**config.mk**
```make
export PLATFORM = sky130hd
export DESIGN_NAME = addr_win_decoder
export DESIGN_NICKNAME = d
export VERILOG_FILES = /design/src/rtl/addr_win_pkg.sv /design/src/rtl/aw_mask_check.sv /design/src/rtl/aw_window.sv /design/src/rtl/aw_prio.sv /design/src/rtl/addr_win_decoder.sv
export SDC_FILE = /design/constraint.sdc
export NUM_CORES = 1
export LEC_CHECK = 0
export ABC_AREA = 1
export BUFFER_PORTS_ARGS = -buffer_cell sky130_fd_sc_hd__buf_2
export CORE_UTILIZATION = 40
export DETAILED_ROUTE_END_ITERATION = 16
export PLACE_DENSITY = 0.67
export SYNTH_ARGS = -nofsm -noshare
export SYNTH_HDL_FRONTEND = slang
export SYNTH_SLANG_ARGS = --single-unit
```
**constraint.sdc**
```tcl
create_clock -name clk -period 2.32 [get_ports clk]
set_clock_uncertainty 0.15 [all_clocks]
set_input_delay 0.232 -clock clk [delete_from_list [all_inputs] [get_ports clk]]
set_output_delay 0.232 -clock clk [all_outputs]
set_load 0.005 [all_outputs]
```
**src/rtl/addr_win_pkg.sv**
```systemverilog
// Shared definitions for the address window decoder.
// Assumes: the write port field selector is two bits wide.
package addr_win_pkg;

    // Field selector of the window register write port.
    typedef enum logic [1:0] {
        FLD_BASE   = 2'd0,
        FLD_SIZE   = 2'd1,
        FLD_ENABLE = 2'd2,
        FLD_NONE   = 2'd3
    } win_field_e;

endpackage

```
**src/rtl/aw_mask_check.sv**
```systemverilog
// Size mask legality check.
// A mask is legal when it is nonzero and is a contiguous run of ones
// starting at bit 0. Assumes FW >= 1. Purely combinational.
module aw_mask_check #(
    parameter int FW = 8
) (
    input  logic [FW-1:0] mask,
    output logic          legal
);

    logic [FW-1:0] mask_inc;

    // Adding one to a low-order run of ones clears every set bit.
    always_comb begin
        mask_inc = mask + {{(FW-1){1'b0}}, 1'b1};
        legal    = (mask != '0) && ((mask & mask_inc) == '0);
    end

endmodule

```
**src/rtl/aw_window.sv**
```systemverilog
// One decode window: base, size mask and enable registers plus the hit test.
// When FIXED is set, the window has no size register: its mask is zero and
// size writes are dropped without an error. Assumes the parent has already
// qualified wr_en with the window number.
module aw_window
    import addr_win_pkg::*;
#(
    parameter int            FW       = 8,
    parameter bit            FIXED    = 1'b0,
    parameter logic [FW-1:0] RST_BASE = '0,
    parameter logic [FW-1:0] RST_SIZE = '0,
    parameter bit            RST_EN   = 1'b0
) (
    input  logic          clk,
    input  logic          rst_n,
    input  logic          wr_en,
    input  win_field_e    wr_field,
    input  logic [FW-1:0] wr_data,
    input  logic [FW-1:0] addr_field,
    output logic          hit,
    output logic          size_bad
);

    logic [FW-1:0] base_q;
    logic [FW-1:0] size_q;
    logic          en_q;

    // Base and enable registers, written through the window write port.
    always_ff @(posedge clk) begin
        if (!rst_n) begin
            base_q <= RST_BASE;
            en_q   <= RST_EN;
        end else if (wr_en) begin
            if (wr_field == FLD_BASE)   base_q <= wr_data;
            if (wr_field == FLD_ENABLE) en_q   <= wr_data[0];
        end
    end

    generate
        if (FIXED) begin : g_fixed
            // Fixed size: exact match on the whole field.
            assign size_q   = '0;
            assign size_bad = 1'b0;
        end else begin : g_prog
            logic size_legal;
            logic size_wr;

            aw_mask_check #(.FW(FW)) u_chk (
                .mask  (wr_data),
                .legal (size_legal)
            );

            // Flags a size write to this window.
            assign size_wr  = wr_en && (wr_field == FLD_SIZE);
            assign size_bad = size_wr && !size_legal;

            // Size register: only legal masks are accepted.
            always_ff @(posedge clk) begin
                if (!rst_n)                     size_q <= RST_SIZE;
                else if (size_wr && size_legal) size_q <= wr_data;
            end

            AST_BAD_SIZE_HOLD: assert property (@(posedge clk) disable iff (!rst_n)
                size_bad |=> $stable(size_q));
            AST_SIZE_ALWAYS_LEGAL: assert property (@(posedge clk) disable iff (!rst_n)
                ((size_q & (size_q + 1'b1)) == '0) && (size_q != '0));
        end
    endgenerate

    // Hit when every unmasked field bit agrees with the base.
    always_comb begin
        hit = en_q && (((addr_field ^ base_q) & ~size_q) == '0);
    end

    AST_BASE_WRITE_NEXT: assert property (@(posedge clk) disable iff (!rst_n)
        (wr_en && wr_field == FLD_BASE) |=> (base_q == $past(wr_data)));
    AST_DISABLED_NO_HIT: assert property (@(posedge clk) disable iff (!rst_n)
        !en_q |-> !hit);

endmodule

```
**src/rtl/aw_prio.sv**
```systemverilog
// Fixed-precedence selector over the window hit vector.
// Precedence: the register window (number N_DRAM), then DRAM windows
// 0..N_DRAM-1, then general-purpose windows in rising number.
// clk and rst_n serve only the embedded assertions.
module aw_prio #(
    parameter int N_DRAM = 4,
    parameter int N_CFG  = 8,
    parameter int IDX_W  = 4,
    localparam int N_WIN = N_DRAM + 1 + N_CFG
) (
    input  logic             clk,
    input  logic             rst_n,
    input  logic [N_WIN-1:0] hit,
    output logic [N_WIN-1:0] sel,
    output logic [IDX_W-1:0] idx,
    output logic             miss
);

    // Maps a precedence rank to a window number.
    function automatic int rank_to_win(input int k);
        if (k == 0)      return N_DRAM;
        if (k <= N_DRAM) return k - 1;
        return k;
    endfunction

    // Scans from lowest to highest precedence so the strongest hit is kept.
    always_comb begin
        sel = '0;
        idx = '0;
        for (int k = N_WIN - 1; k >= 0; k--) begin
            if (hit[rank_to_win(k)]) begin
                sel                 = '0;
                sel[rank_to_win(k)] = 1'b1;
                idx                 = IDX_W'(rank_to_win(k));
            end
        end
        miss = (hit == '0);
    end

    AST_SEL_ONEHOT: assert property (@(posedge clk) disable iff (!rst_n)
        !miss |-> $onehot(sel));
    AST_MISS_CLEAR: assert property (@(posedge clk) disable iff (!rst_n)
        miss |-> (sel == '0 && idx == '0));
    AST_REG_FIRST: assert property (@(posedge clk) disable iff (!rst_n)
        hit[N_DRAM] |-> sel[N_DRAM]);

endmodule

```
**src/rtl/addr_win_decoder.sv**
```systemverilog
// Programmable CPU address window decoder (top).
// Window numbers: 0..N_DRAM-1 DRAM, N_DRAM the register window, the rest
// general purpose. Decode is combinational. Register writes land at the
// clock edge that samples them. Assumes wr_data is at least CFG_FW wide.
module addr_win_decoder
    import addr_win_pkg::*;
#(
    parameter int               ADDR_W        = 32,
    parameter int               DATA_W        = 16,
    parameter int               N_DRAM        = 4,
    parameter int               N_CFG         = 8,
    parameter int               DRAM_FW       = 8,
    parameter int               CFG_FW        = 16,
    parameter int               REG_FW        = 12,
    parameter logic [DRAM_FW-1:0] DRAM_RST_SIZE = 8'h0F,
    parameter logic [REG_FW-1:0]  REG_RST_BASE  = 12'hD00,
    localparam int              N_WIN         = N_DRAM + 1 + N_CFG,
    localparam int              IDX_W         = $clog2(N_WIN),
    localparam int              LOW_W         = ADDR_W - CFG_FW
) (
    input  logic              clk,
    input  logic              rst_n,
    input  logic              wr_en,
    input  logic [IDX_W-1:0]  wr_win,
    input  logic [1:0]        wr_field,
    input  logic [DATA_W-1:0] wr_data,
    input  logic [ADDR_W-1:0] addr,
    output logic [N_WIN-1:0]  tgt_sel,
    output logic [IDX_W-1:0]  tgt_idx,
    output logic              miss,
    output logic              size_err
);

    logic [N_WIN-1:0] win_hit;
    logic [N_WIN-1:0] win_bad;
    logic [N_WIN-1:0] win_wr;
    win_field_e       field;
    logic             size_err_q;
    logic             unused_addr_low;

    // Bits below the finest window granularity take no part in decode.
    assign unused_addr_low = ^addr[LOW_W-1:0];
    assign field           = win_field_e'(wr_field);

    // Per-window write strobe from the window number.
    always_comb begin
        for (int w = 0; w < N_WIN; w++) begin
            win_wr[w] = wr_en && (wr_win == IDX_W'(w));
        end
    end

    generate
        for (genvar w = 0; w < N_WIN; w++) begin : g_win
            if (w < N_DRAM) begin : g_dram
                aw_window #(
                    .FW       (DRAM_FW),
                    .FIXED    (1'b0),
                    .RST_BASE (DRAM_FW'(w * (int'(DRAM_RST_SIZE) + 1))),
                    .RST_SIZE (DRAM_RST_SIZE),
                    .RST_EN   (1'b1)
                ) u_win (
                    .clk        (clk),
                    .rst_n      (rst_n),
                    .wr_en      (win_wr[w]),
                    .wr_field   (field),
                    .wr_data    (wr_data[DRAM_FW-1:0]),
                    .addr_field (addr[ADDR_W-1 -: DRAM_FW]),
                    .hit        (win_hit[w]),
                    .size_bad   (win_bad[w])
                );
            end else if (w == N_DRAM) begin : g_regs
                aw_window #(
                    .FW       (REG_FW),
                    .FIXED    (1'b1),
                    .RST_BASE (REG_RST_BASE),
                    .RST_SIZE ('0),
                    .RST_EN   (1'b1)
                ) u_win (
                    .clk        (clk),
                    .rst_n      (rst_n),
                    .wr_en      (win_wr[w]),
                    .wr_field   (field),
                    .wr_data    (wr_data[REG_FW-1:0]),
                    .addr_field (addr[ADDR_W-1 -: REG_FW]),
                    .hit        (win_hit[w]),
                    .size_bad   (win_bad[w])
                );
            end else begin : g_cfg
                aw_window #(
                    .FW       (CFG_FW),
                    .FIXED    (1'b0),
                    .RST_BASE ('0),
                    .RST_SIZE (CFG_FW'(1)),
                    .RST_EN   (1'b0)
                ) u_win (
                    .clk        (clk),
                    .rst_n      (rst_n),
                    .wr_en      (win_wr[w]),
                    .wr_field   (field),
                    .wr_data    (wr_data[CFG_FW-1:0]),
                    .addr_field (addr[ADDR_W-1 -: CFG_FW]),
                    .hit        (win_hit[w]),
                    .size_bad   (win_bad[w])
                );
            end

            AST_SEL_NEEDS_HIT: assert property (@(posedge clk) disable iff (!rst_n)
                tgt_sel[w] |-> win_hit[w]);
        end
    endgenerate

    aw_prio #(
        .N_DRAM (N_DRAM),
        .N_CFG  (N_CFG),
        .IDX_W  (IDX_W)
    ) u_prio (
        .clk   (clk),
        .rst_n (rst_n),
        .hit   (win_hit),
        .sel   (tgt_sel),
        .idx   (tgt_idx),
        .miss  (miss)
    );

    // Sticky record of any rejected size write.
    always_ff @(posedge clk) begin
        if (!rst_n) size_err_q <= 1'b0;
        else        size_err_q <= size_err_q | (|win_bad);
    end

    assign size_err = size_err_q;

    AST_ERR_STICKY: assert property (@(posedge clk) disable iff (!rst_n)
        size_err |=> size_err);
    AST_ERR_SETS: assert property (@(posedge clk) disable iff (!rst_n)
        (|win_bad) |=> size_err);
    AST_REG_NO_ERR: assert property (@(posedge clk) disable iff (!rst_n)
        !win_bad[N_DRAM]);

endmodule

```
Yosys cells after proc, flatten, opt, wreduce, memory -nomap -nowiden

Cells that the tools add are included.

Bits in registers: 346
Input port bits: 57
Output and inout bits: 19

Add/sub/neg operators: 2
Order comparisons: 10
Equal/unequal tests: 14
Muxes and demuxes: 54
Bitwise operators: 40
Reductions and logical operators: 118

Operators with widths:

| kind                  | count |
|---|---|
| $mux 32               | 7 |
| $mux 13               | 13 |
| $ge 32x1->1 const B   | 5 |
| $lt 32x6->1 const B   | 5 |
| $and 16x16->16        | 9 |
| $logic_not 16->1      | 9 |
| $not 16->16           | 8 |
| $xor 16x16->16        | 8 |
| $logic_and 1x1->1     | 69 |
| $mux 4                | 13 |
| $reduce_and 2->1      | 26 |
| $and 8x8->8           | 5 |
| $logic_not 8->1       | 5 |
| $not 8->8             | 4 |
| $xor 8x8->8           | 4 |
| $demux 1 s4           | 5 |
| $eq 4x4->1 const B    | 5 |
| $add 16x1->16 const B | 1 |
| $eq 4x3->1 const B    | 4 |
| $reduce_bool 16->1    | 1 |
| $mux 1                | 14 |
| $logic_not 13->1      | 1 |
| $logic_not 12->1      | 1 |
| $reduce_or 12->1      | 1 |
| other kinds (13)      | 15 |

Longest topological paths before layout

Depth after elaboration: 17
Gate-level depth with buffers: 15
Mapped depth without buffers: 14

Cells and area by module

Synthesis repeated with hierarchy kept, for this count alone.

Cells, all modules: 3215
Area, all modules: 19580.0 um^2

Modules (own cells, without submodules):

| module                                                 | times used | cells an instance | area each (um^2) | sequential area each (um^2) |
|---|---|---|---|---|
| aw_window (g_win[10].g_cfg.u_win ...)                  | 8          | 224               | 1508.9           | 660.6 |
| aw_mask_check (g_win[10].g_cfg.u_win.g_prog.u_chk ...) | 8          | 83                | 341.6            | 0.0 |
| aw_window (g_win[1].g_dram.u_win)                      | 1          | 119               | 843.3            | 340.3 |
| aw_window (g_win[3].g_dram.u_win)                      | 1          | 118               | 834.6            | 340.3 |
| aw_window (g_win[2].g_dram.u_win)                      | 1          | 118               | 815.8            | 340.3 |
| aw_window (g_win[0].g_dram.u_win)                      | 1          | 119               | 800.8            | 340.3 |
| aw_window (g_win[4].g_regs.u_win)                      | 1          | 107               | 694.4            | 260.2 |
| aw_prio                                                | 1          | 66                | 311.5            | 0.0 |
| aw_mask_check (g_win[0].g_dram.u_win.g_prog.u_chk ...) | 4          | 18                | 71.3             | 0.0 |
| addr_win_decoder                                       | 1          | 40                | 190.2            | 20.0 |

Worst setup path after synthesis

No wires, ideal clock.

Path kind: input to output
Start point: in addr[24]
End point: out miss
Arrival time: 1.698 ns
Data required time: 1.938 ns
Slack: 0.240 ns
Stages: 9
Buffers on the path: 2
Cells stage by stage: clkbuf_1 clkbuf_1 o21ai_0 a21oi_1 nor2_1 and2_1 nor2_1 nand3b_1 nor2_1

Longest elaborated chain between the ends: 5

RTL lines:

| element                                             | RTL line               | text |
|---|---|---|
| from (decl)                                         | addr_win_decoder.sv:27 | `input logic [ADDR_W-1:0] addr,` |
| $xor 16x16->16 or $xor 8x8->8 (tied branches)       | aw_window.sv:72        | `hit = en_q && (((addr_field ^ base_q) & ~size_q) == '0);` |
| $and 16x16->16 or $and 8x8->8 (tied branches)       | aw_window.sv:72        |  |
| $logic_not 16->1 or $logic_not 8->1 (tied branches) | aw_window.sv:72        |  |
| $logic_and 1x1->1                                   | aw_window.sv:72        |  |
| $logic_not 13->1 *                                  | aw_prio.sv:37          | `miss = (hit == '0);` |
| to (decl)                                           | addr_win_decoder.sv:30 | `output logic miss,` |

Every way passes the cells marked *; elsewhere a longest branch is shown, timed or not.

Worst setup path after layout

Start point: reg g_win[2].g_dram.u_win.base_q[3]
End point: out tgt_sel[12]

Longest elaborated chain between the ends: 8

RTL lines:

| element                | RTL line               | text |
|---|---|---|
| from (decl)            | aw_window.sv:24        | `logic [FW-1:0] base_q;` |
| from (signal assigned) | aw_window.sv:34        | `if (wr_field == FLD_BASE) base_q <= wr_data;` |
| $xor 8x8->8            | aw_window.sv:72        |  |
| $and 8x8->8            | aw_window.sv:72        |  |
| $logic_not 8->1        | aw_window.sv:72        |  |
| $logic_and 1x1->1      | aw_window.sv:72        |  |
| $mux 13 (4 in a row)   | aw_prio.sv:31          | `if (hit[rank_to_win(k)]) begin` |
| to (decl)              | addr_win_decoder.sv:28 | `output logic [N_WIN-1:0] tgt_sel,` |

No other way between the ends.

==> impl_metrics.py <==
metrics = {
    "floorplanning": {
        "start_util": 0.410,
        "io-pin-count": 76,
        "die_y_um": 202,
        "fp-row-count": 72,
        "core_um2": 39000,
        "fp.dieW_um": 202,
        "dieArea_um2": 40800,
    },
    "grt": {
        "overflow": 0,
        "grt_antenna_before_repair": 1,
        "top_usage_layer": "met2",
        "first_global_vias": 14815,
        "use_met1": 0.342,
        "met2_usage": 0.427,
        "use_met3": 0.0329,
        "grt_util_all_layers": 0.259,
        "grt_pass1_wl_um": 82500,
        "grt_max_degree": 76,
    },
    "cells_and_area": {
        "fillers": 3795,
        "fin_cells": 3151,
        "syn_to_final_growth_pct": 24.5,
        "diodes": 0,
        "drive_gt1_frac": 0.157,
        "fin_nets": 2661,
        "fin_area_um2": 19900,
        "multi_input_area_um2": 7680,
        "regArea_um2": 6950,
    },
    "drt": {
        "via_per_inst": 5.17,
        "finalWirelength_um": 54600,
        "firstDrtPassIters": 8,
        "drt-initial-drc-count": 1371,
        "drc": 0,
        "dr_total_vias": 16297,
        "drtAntennaViolNets": 0,
        "wl_per_cell_um": 17.3,
    },
    "sta": {
        "worst_pin_slew_ps": 593,
        "rsz0062_at_grt": "yes",
        "worst_slack_ps": -408,
        "report.final.hold_viol_count": 0,
        "fin_crit_sh": 1.18,
        "setup_violations": 16,
        "clock.fmax_mhz": 367,
        "drv_slew": 0,
        "relSlewSlack": 0.603,
        "fin_crit_ps": 2730,
    },
    "clock_tree": {
        "cts_buffer_depth": 3,
        "numCtsBuffers": 40,
        "clk_pin_slew_worst_paths_ps": 60,
        "numClockSinks": 346,
        "htreeDepth": 2,
        "cts_tree": "yes",
        "worstSkewPairLatency_ps": 530,
        "clockRootBuffer": "clkbuf_16",
    },
    "placed_design": {
        "numPortBuffers": 59,
        "dp.final_hpwl_um": 38000,
        "dp.cells": 3051,
        "place_congestion": 0.946,
        "dpl_cell_area_um2": 17900,
        "post-place-ws_ps": -271,
    },
    "yosys": {
        "synth_nets": 2498,
        "synth.distinct_cells": 30,
        "syn_inst": 2441,
        "ys.warnings.count": 0,
        "syn-cell-area_um2": 16000,
        "avgSynthCellArea_um2": 6.55,
        "ys.flop_type": "dfxtp_1",
        "postSynth.asyncResetShare": 0,
        "synth_seq_cells": 346,
        "ys_seq_area_frac": 0.433,
        "synth_edf_count": 0,
    },
    "pwr": {
        "p_total_mw": 13.2,
        "p_leak_nw": 9.05,
        "irDropWorstVdd_v": 0.000437,
        "power_density_nw_per_um2": 664,
    },
    "critical_path": {
        "end_kind": "output pin",
        "worstPathArrival_ps": 2350,
        "crit_path_max_fanout": 7,
        "worstPathRequired_ps": 1940,
        "crit_path_start_kind": "register",
        "r2r-start": "g_win[3].g_dram.u_win.en_q$_SDFFE_PN1P_",
        "startpoint": "g_win[2].g_dram.u_win.base_q[3]$_SDFFE_PN0P_",
        "critPathKind": "reg -> out",
    },
    "outcome": {
        "violations": "negative setup slack",
        "status": "finished with violations",
    },
    "worst_hold_path": {
        "hp-start": "wr_data[15]",
        "hp-class": "in -> reg",
    },
    "job": {
        "drv_cap": 0,
    },
}
-- placed cells by master (no fill, tap or decap), types with 6 or more instances in the layout --
cell type,instances
nor2_2,17
nor3_1,11
nand2_2,9
nand3_2,10
a21oi_1,256
o21ai_1,15
buf_2,55
xor2_1,11
nor2_1,366
nand2_1,476
nor2_4,16
clkbuf_8,8
buf_4,166
nand3_1,92
o21ai_0,271
buf_6,11
buf_12,18
o211ai_1,15
inv_1,295
xnor2_1,15
nand3b_1,14
dfxtp_2,17
clkbuf_16,43
inv_2,9
nand4_1,16
dlygate4sd3_1,12
clkbuf_1,12
clkinv_2,6
dfxtp_1,329
-- cells in the mapped netlist (15+ instances only) --
master,n,share of area
a21oi_1,260,0.081
clkbuf_1,132,0.031
dfxtp_1,346,0.43
inv_1,303,0.071
nand2_1,486,0.11
nand3_1,103,0.032
nand4_1,16,0.0063
nor2_1,399,0.094
nor3_1,16,0.0050
o211ai_1,15,0.0070
o21ai_0,281,0.088
xnor2_1,15,0.0082
-- worst max-delay path, stage by stage, from the launching register on --
cell	delay, ps
dfxtp_2	330
nor2_1	40
nor2_1	100
nand2_1	70
nand4_1	110
nand3b_1	280
nand2_2	110
nor2_2	140
nand3b_1	210
buf_12	230
nor2_4	80
buf_2	110
-- repair_timing --
| action | 4_1_cts | 5_1_grt |
|---|---|---|
| pin swaps | 42 | 17 |
| hold buffers | 12 | 0 |
| hold endpoints to repair | 48 | 0 |
| setup buffers | 14 | 3 |
| cloned | 0 | 2 |
| resized for setup | 94 | 45 |
| setup endpoints to repair | 18 | 164 |
-- worst paths after layout --
path	end	cells after the start	slack [ps]
min	g_win[8].g_cfg.u_win.base_q[15]$_SDFFE_PN0P_	4	20
min reg2reg	g_win[10].g_cfg.u_win.size_q[0]$_SDFFE_PN1P_	2	300
max	tgt_sel[12]	11	-410
max reg2reg	g_win[3].g_dram.u_win.en_q$_SDFFE_PN1P_	3	1030
-- registers in the layout, indices dropped and copies added (netlist names) --
signal	flops
g_win.g_cfg.u_win.base_q	128
g_win.g_cfg.u_win.size_q	128
g_win.g_dram.u_win.base_q	32
g_win.g_dram.u_win.size_q	32
g_win.g_regs.u_win.base_q	12
g_win.g_cfg.u_win.en_q	8
g_win.g_dram.u_win.en_q	4
g_win.g_regs.u_win.en_q	1
size_err	1
-- metrics by stage --
| step | utilization | hold slack [ps] | setup TNS, ps |
|---|---|---|---|
| 3_5_place_dp | 0.460 | 280 | -3050 |
| 3_3_place_gp | 0.460 | 277 | -2450 |
| 5_1_grt | 0.510 | 16.1 | -6930 |
| 6_report | 0.510 | 18.1 | -5290 |
| 2_1_floorplan | - | 263 | 0 |
| 4_1_cts | 0.505 | 14.4 | -5620 |
-- routing by layer --
| metal | vias to the layer above | share of wire | wire (um) |
|---|---|---|---|
| li1 | 8048 | - | - |
| met1 | 7523 | 0.43 | 23400 |
| met2 | 594 | 0.46 | 24900 |
| met5 | - | 0.00015 | 8 |
| met3 | 130 | 0.072 | 3910 |
| met4 | 2 | 0.043 | 2350 |
-- report_power, final --
part | total (mW) | internal [mW] | switching (mW) | leakage (nW)
Clock | 6.14 | 3.62 | 2.52 | 0.624
Combinational | 1.09 | 0.365 | 0.722 | 5.63
Sequential | 5.98 | 5.97 | 0.0151 | 2.80
Total | 13.2 | 9.95 | 3.26 | 9.05
-- logic make-up after synthesis --
kind of cell / count (synthesis) / synth area share
xor+xnor: 26 / 0.0142
simple gates: 1049 / 0.264
compound gates: 568 / 0.181
flops: 346 / 0.433
buf+inv: 452 / 0.107
-- layout make-up --
| type | instances | area share |
|---|---|---|
| Clock buffer | 61 | 0.0594 |
| Clock inverter | 10 | 0.00428 |
| Inverter | 307 | 0.0580 |
| Multi-Input combinational cell | 1643 | 0.386 |
| Sequential cell | 346 | 0.349 |
| Tap cell | 518 | 0.0326 |
| Timing Repair Buffer | 266 | 0.110 |
Note: power is estimated with default switching activity, not from simulation.
